`config.mk`:
```
export PLATFORM = sky130hd
export DESIGN_NAME = lock_detect_filter
export DESIGN_NICKNAME = d
export VERILOG_FILES = /design/src/rtl/lkd_pkg.sv /design/src/rtl/lkd_edge_meas.sv /design/src/rtl/lkd_qualifier.sv /design/src/rtl/lock_detect_filter.sv
export SDC_FILE = /design/constraint.sdc
export NUM_CORES = 1
export LEC_CHECK = 0
export BUFFER_PORTS_ARGS = -buffer_cell sky130_fd_sc_hd__buf_2
export CAP_MARGIN = 10
export CELL_PAD_IN_SITES_DETAIL_PLACEMENT = 0
export CELL_PAD_IN_SITES_GLOBAL_PLACEMENT = 1
export CORE_MARGIN = 10
export CORE_UTILIZATION = 40
export CTS_BUF_LIST = sky130_fd_sc_hd__clkbuf_8
export DETAILED_ROUTE_END_ITERATION = 8
export PLACE_DENSITY_LB_ADDON = 0.1
export SETUP_SLACK_MARGIN = 0.5
export SYNTH_ARGS = -nofsm -noshare
export SYNTH_HDL_FRONTEND = slang
export SYNTH_SLANG_ARGS = --single-unit
```
`constraint.sdc`:
```
create_clock -name clk -period 1.65 [get_ports clk]
set_input_delay 0.0825 -clock clk [delete_from_list [all_inputs] [get_ports clk]]
set_output_delay 0.0825 -clock clk [all_outputs]
set_load 0.005 [all_outputs]
```
`src/rtl/lkd_pkg.sv`:
```
package lkd_pkg;
  typedef enum logic {
    MS_IDLE = 1'b0,
    MS_WAIT = 1'b1
  } meas_state_t;
endpackage

```
`src/rtl/lkd_edge_meas.sv`:
```
module lkd_edge_meas
  import lkd_pkg::*;
#(
  parameter int ERR_W      = 8,
  parameter int MISS_TICKS = 200
) (
  input  logic             clk,
  input  logic             rst_n,
  input  logic             pwr_down,
  input  logic             ref_pulse,
  input  logic             fb_pulse,
  output logic             meas_valid,
  output logic [ERR_W-1:0] meas_err,
  output logic             meas_miss
);
  localparam logic [ERR_W-1:0] ERR_MAX = {ERR_W{1'b1}};
  localparam logic [ERR_W-1:0] MISS_L  = ERR_W'(MISS_TICKS);

  meas_state_t      state_q, state_d;
  logic [ERR_W-1:0] cnt_q, cnt_d;
  logic             first_ref_q, first_ref_d;
  logic             ref_q, fb_q;
  logic             valid_d, miss_d;
  logic [ERR_W-1:0] err_d;
  logic             ref_rise, fb_rise, partner;

  assign ref_rise = ref_pulse & ~ref_q;
  assign fb_rise  = fb_pulse & ~fb_q;
  assign partner  = first_ref_q ? fb_rise : ref_rise;

  always_comb begin
    state_d     = state_q;
    cnt_d       = cnt_q;
    first_ref_d = first_ref_q;
    valid_d     = 1'b0;
    miss_d      = 1'b0;
    err_d       = meas_err;
    if (pwr_down) begin
      state_d = MS_IDLE;
      cnt_d   = '0;
    end else begin
      case (state_q)
        MS_IDLE: begin
          if (ref_rise && fb_rise) begin
            valid_d = 1'b1;
            err_d   = '0;
          end else if (ref_rise || fb_rise) begin
            state_d     = MS_WAIT;
            cnt_d       = ERR_W'(1);
            first_ref_d = ref_rise;
          end
        end
        MS_WAIT: begin
          if (partner) begin
            valid_d = 1'b1;
            err_d   = cnt_q;
            state_d = MS_IDLE;
          end else if (cnt_q >= MISS_L) begin
            valid_d = 1'b1;
            miss_d  = 1'b1;
            err_d   = ERR_MAX;
            state_d = MS_IDLE;
          end else if (cnt_q != ERR_MAX) begin
            cnt_d = cnt_q + ERR_W'(1);
          end
        end
        default: state_d = MS_IDLE;
      endcase
    end
  end

  always_ff @(posedge clk or negedge rst_n) begin
    if (!rst_n) begin
      state_q     <= MS_IDLE;
      cnt_q       <= '0;
      first_ref_q <= 1'b0;
      ref_q       <= 1'b0;
      fb_q        <= 1'b0;
      meas_valid  <= 1'b0;
      meas_miss   <= 1'b0;
      meas_err    <= '0;
    end else begin
      state_q     <= state_d;
      cnt_q       <= cnt_d;
      first_ref_q <= first_ref_d;
      ref_q       <= ref_pulse;
      fb_q        <= fb_pulse;
      meas_valid  <= valid_d;
      meas_miss   <= miss_d;
      meas_err    <= err_d;
    end
  end


  err_bound_chk: assert property (@(posedge clk) disable iff (!rst_n)
    (meas_valid && !meas_miss) |-> (meas_err <= MISS_L));


  meas_timeout_chk: assert property (@(posedge clk) disable iff (!rst_n)
    (state_q == MS_WAIT && cnt_q >= MISS_L && !partner && !pwr_down)
      |=> (meas_valid && meas_miss));
endmodule

```
`src/rtl/lkd_qualifier.sv`:
```
module lkd_qualifier #(
  parameter int ERR_W        = 8,
  parameter int NARROW_TICKS = 3,
  parameter int WIDE_TICKS   = 6,
  parameter int GOOD_CYCLES  = 5
) (
  input  logic             clk,
  input  logic             rst_n,
  input  logic             pwr_down,
  input  logic             meas_valid,
  input  logic [ERR_W-1:0] meas_err,
  input  logic             meas_miss,
  output logic             locked
);
  localparam int               GOOD_W   = $clog2(GOOD_CYCLES + 1);
  localparam logic [ERR_W-1:0] NARROW_L = ERR_W'(NARROW_TICKS);
  localparam logic [ERR_W-1:0] WIDE_L   = ERR_W'(WIDE_TICKS);
  localparam logic [GOOD_W-1:0] LAST_L  = GOOD_W'(GOOD_CYCLES - 1);

  logic [GOOD_W-1:0] streak_q, streak_d;
  logic              locked_d;
  logic              good_narrow, bad_wide;

  assign good_narrow = !meas_miss && (meas_err <= NARROW_L);
  assign bad_wide    = meas_miss || (meas_err > WIDE_L);

  always_comb begin
    streak_d = streak_q;
    locked_d = locked;
    if (pwr_down) begin
      streak_d = '0;
      locked_d = 1'b0;
    end else if (meas_valid) begin
      if (locked) begin
        streak_d = '0;
        if (bad_wide) locked_d = 1'b0;
      end else if (good_narrow) begin
        if (streak_q >= LAST_L) begin
          locked_d = 1'b1;
          streak_d = '0;
        end else begin
          streak_d = streak_q + GOOD_W'(1);
        end
      end else begin
        streak_d = '0;
      end
    end
  end

  always_ff @(posedge clk or negedge rst_n) begin
    if (!rst_n) begin
      streak_q <= '0;
      locked   <= 1'b0;
    end else begin
      streak_q <= streak_d;
      locked   <= locked_d;
    end
  end


  pd_low_chk: assert property (@(posedge clk) disable iff (!rst_n)
    pwr_down |=> !locked);


  lock_rise_chk: assert property (@(posedge clk) disable iff (!rst_n)
    $rose(locked) |-> $past(meas_valid && !meas_miss && meas_err <= NARROW_L));


  streak_reset_chk: assert property (@(posedge clk) disable iff (!rst_n)
    (!locked && meas_valid && !good_narrow) |=> (streak_q == '0 && !locked));


  lock_hold_chk: assert property (@(posedge clk) disable iff (!rst_n)
    (locked && !pwr_down && !(meas_valid && bad_wide)) |=> locked);


  lock_drop_chk: assert property (@(posedge clk) disable iff (!rst_n)
    (locked && meas_valid && bad_wide) |=> !locked);
endmodule

```
`src/rtl/lock_detect_filter.sv`:
```
module lock_detect_filter #(
  parameter int ERR_W        = 8,
  parameter int NARROW_TICKS = 3,
  parameter int WIDE_TICKS   = 2 * NARROW_TICKS,
  parameter int GOOD_CYCLES  = 5,
  parameter int MISS_TICKS   = 200
) (
  input  logic clk,
  input  logic rst_n,
  input  logic pwr_down,
  input  logic ref_pulse,
  input  logic fb_pulse,
  output logic locked
);
  logic             meas_valid;
  logic [ERR_W-1:0] meas_err;
  logic             meas_miss;

  lkd_edge_meas #(
    .ERR_W      (ERR_W),
    .MISS_TICKS (MISS_TICKS)
  ) i_meas (
    .clk        (clk),
    .rst_n      (rst_n),
    .pwr_down   (pwr_down),
    .ref_pulse  (ref_pulse),
    .fb_pulse   (fb_pulse),
    .meas_valid (meas_valid),
    .meas_err   (meas_err),
    .meas_miss  (meas_miss)
  );

  lkd_qualifier #(
    .ERR_W        (ERR_W),
    .NARROW_TICKS (NARROW_TICKS),
    .WIDE_TICKS   (WIDE_TICKS),
    .GOOD_CYCLES  (GOOD_CYCLES)
  ) i_qual (
    .clk        (clk),
    .rst_n      (rst_n),
    .pwr_down   (pwr_down),
    .meas_valid (meas_valid),
    .meas_err   (meas_err),
    .meas_miss  (meas_miss),
    .locked     (locked)
  );


  reset_low_chk: assert property (@(posedge clk)
    !rst_n |=> !locked);
endmodule

```
==> summary.md <==
| Metric | Value |
|---|---|
| Core area | 3311 µm² |
| CP required | 1.81 ns |
| Worst EP arrival | 1.84 ns |
| Port Buf Inserts | 5 |
| Fin. Hold Viols | 0 |
| Iter 0 DRT Violations | 47 |
| Initial Util | 41.12% |
| Worst-margin pin slew | 0.5998 ns |
| Area Overhead vs Synth | 45.77% |
| Sequential fraction of the synthesis area | 47.79% |
| Max-cap violation count | 0 |
| Area leader, netlist | dfrtp_1 |
| Routed wire per std cell | 15.50 µm |
| Gr usage total | 11.43% |
| P per Cell Area | 856.8 nW/µm² |
| Full die area | 6136 µm² |
| Post-layout min period | 1.680 ns |
| CP Launch Type | register |
| Setup-failing EPs final | 4 |
| Slew Limit Headroom | 60.01% |
| Post-DP HPWL | 2.324 mm |
| Grt total ovfl | 0 |
| Hold WS | 0.07101 ns |
| Total power draw | 1.700 mW |
| CTS tree | done |
| Setup Crit Path Kind | reg -> reg |
| Via count | 1156 |
| Synth cell types | 32 |
| M2 GR Usage | 20.56% |
| CP Buf/Inv Count | 0 |
| First-pass GRT wire length | 5.747 mm |
| Detailed Route WL | 3.411 mm |
| Via density | 5.255 |
| Fmax | 595.2 MHz |
| Sequential Area | 651.9 µm² |
| H-Tree Depth | 1 |
| Failing checks | setup timing |
| Cell count after synthesis | 140 |
| Vias in the first global route | 1212 |
| Met3 usage | 1.822% |
| Remaining DRCs | 0 |
| Antenna viol nets, final | 0 |
| Worst setup margin | -0.03022 ns |
| Final-stage net count | 186 |
| Multi-input gate area | 902.1 µm² |
| Initial antenna violation count | 0 |
| Most area-consuming cells after synthesis | dfrtp_1, ha_1, nor2_1, a21oi_1, nand2_1 |
| TritonCTS Buffers | 3 |
| RSZ-0062 raised after global routing | yes |
| CP delay by family, top | compound AO/OA/AOI/OAI gates |
| Die Ht | 78.34 µm |
| Number of I/O pins | 6 |
| Leak | 0.8364 nW |
| Top Usage Layer GRT | met2 |
| Num rows | 21 |
| Met1 Use GR | 13.45% |
| Status | complete, but fails checks |
| Clk_skew | 0.002505 ns |
| Largest net degree at the start of global routing | 27 |
| Synth Register Bits | 26 |
| Syn. warnings | 0 |
| Worst Path Max Fanout | 6 |
| ANT cells | 0 |
| Critical path's slowest cell | dfrtp_1 |
| Final Wtd Congestion | 0.8113 |
| Share of cells above drive strength 1 | 44.83% |
| CTS Buffer Depth | 2 |
| Syn nets | 151 |
| Clk sinks | 26 |
| Drt pass-1 iters | 4 |
| Setup TNS after final layout | -0.06810 ns |
| Synth top area share | 47.79% |
| Clock latency on the worst-skew pair | 0.27 ns |
| Die X | 78.34 µm |
| CTS root buf | clkbuf_8 |
| Worst Hold Class | in -> reg |
| Worst VDD drop | 0.2915 mV |
| Final period util | 101.8% |
| Syn Std Cell Area | 1361 µm² |
| Max Slew Vio Count | 0 |
| Sequence of cells on the critical path | ha_1 -> nand3_1 -> nor4_2 -> a211o_4 -> a221o_1 |
| CP peak stage delay | 0.40 ns |
| Synth Area per Inst | 9.724 µm² |
| Clock slew at reported path FFs | 0.09 ns |
| Fillers | 287 |
| Worst Setup End Kind | register |
what timing repair did:
item / CTS / global route
hold buffers: 3 / 0
endpoints found under the hold margin: 28 / 0
pin swaps: 14 / 13
buffers inserted: 6 / 1
gates resized for setup: 26 / 26
cloned: 1 / 0
setup endpoints to repair: 24 / 24
power by group:
| group | switching, mW | internal [mW] |
|---|---|---|
| Combinational | 0.226 | 0.252 |
| Clock | 0.200 | 0.213 |
| Sequential | 0.0876 | 0.720 |
layer usage:
layer | routed length (µm) | vias to the layer above
met5 | 0 | -
met4 | 49 | 0
met3 | 65 | 5
met2 | 1815 | 13
met1 | 1481 | 577
li1 | - | 561
path summary, 6_finish.rpt:
path                            cells after the start                              to  slack (ns)                           start
worst max-delay path                                5     i_meas.cnt_q[6]$_DFFE_PN0P_       -0.03     i_meas.cnt_q[0]$_DFFE_PN0P_
worst min-delay path                                2     i_meas.cnt_q[0]$_DFFE_PN0P_        0.07                        pwr_down
worst max register to register                      5     i_meas.cnt_q[6]$_DFFE_PN0P_       -0.03     i_meas.cnt_q[0]$_DFFE_PN0P_
worst min register to register                      1  i_qual.streak_q[1]$_DFFE_PN0P_        0.55  i_qual.streak_q[1]$_DFFE_PN0P_
max in group asynchronous                           2     i_meas.cnt_q[5]$_DFFE_PN0P_        0.87                           rst_n
min in group asynchronous                           2  i_qual.streak_q[1]$_DFFE_PN0P_        0.35                           rst_n
worst register-to-register path, cell delays in order, from the launching register on:
cell and delay [ns]:
dfrtp_1 0.40, ha_1 0.23, nand3_1 0.18, nor4_2 0.09, a211o_4 0.35, a221o_1 0.33
placed cells by master, fill, tap and decap left out, drive strengths merged, types with 4 or more instances in the layout:
cell type,count
ha,6
nand2,12
and3,4
nor2,14
a22o,4
nand2b,5
a21oi,10
clkbuf,4
dfrtp,26
nand3,5
a211o,4
nor4,7
buf,31
inv,11
state kept, by name, indices dropped and copies added (netlist names):
name,cells
i_meas.cnt_q,8
i_meas.fb_q,1
i_meas.ref_q,1
i_meas.meas_err,8
i_meas.state_q,1
i_meas.first_ref_q,1
i_qual.locked,1
i_meas.meas_miss,1
i_meas.meas_valid,1
i_qual.streak_q,3
area by class of cell:
cell class              count  share of cell area [%]
repair buffers             34                   13.93
well taps                  46                   2.900
inverters                  11                   2.081
clock buffers               4                   2.774
multi-input cells          99                   45.46
flip-flops and latches     26                   32.85
synth_stat cells:
library cell,number
o22a_1,1
a21o_1,1
nand2_1,12
a21oi_1,10
nor4_1,7
or3b_2,1
ha_1,6
nand3b_1,1
inv_1,11
nand3_1,5
nand4_1,3
or3_1,1
o311ai_4,1
and3_1,4
buf_2,2
o21bai_1,1
a211o_1,4
a22o_1,4
a221o_1,1
clkbuf_1,2
dfrtp_1,26
nand2b_1,5
o21ai_0,3
a31oi_1,2
or2_2,1
nor2_1,14
o211ai_1,1
and2_1,3
nor2b_1,2
mux2_2,2
a41oi_4,1
nor3_1,2
cell families after synthesis:
kind of cell | after synthesis | share of synthesized area, %
buffers and inverters | 15 | 4.320
AO/OA/AOI/OAI | 30 | 17.83
flip-flops | 26 | 47.79
AND/OR/NAND/NOR | 61 | 22.89
multiplexers | 2 | 1.654
adder cells (fa/ha/maj) | 6 | 5.515
per-stage QoR:
step	util [%]	instance area, µm²	std cells	setup slack [ns]
3_3_place_gp	48.26	1598	205	-0.05403
3_5_place_dp	48.26	1598	205	-0.1233
5_1_grt	59.94	1984	220	-0.09393
2_1_floorplan	-	1398	140	-0.08314
4_1_cts	55.67	1843	219	-0.02400
6_report	59.94	1984	220	-0.03022
No activity file was read; power rests on OpenSTA's default activity.
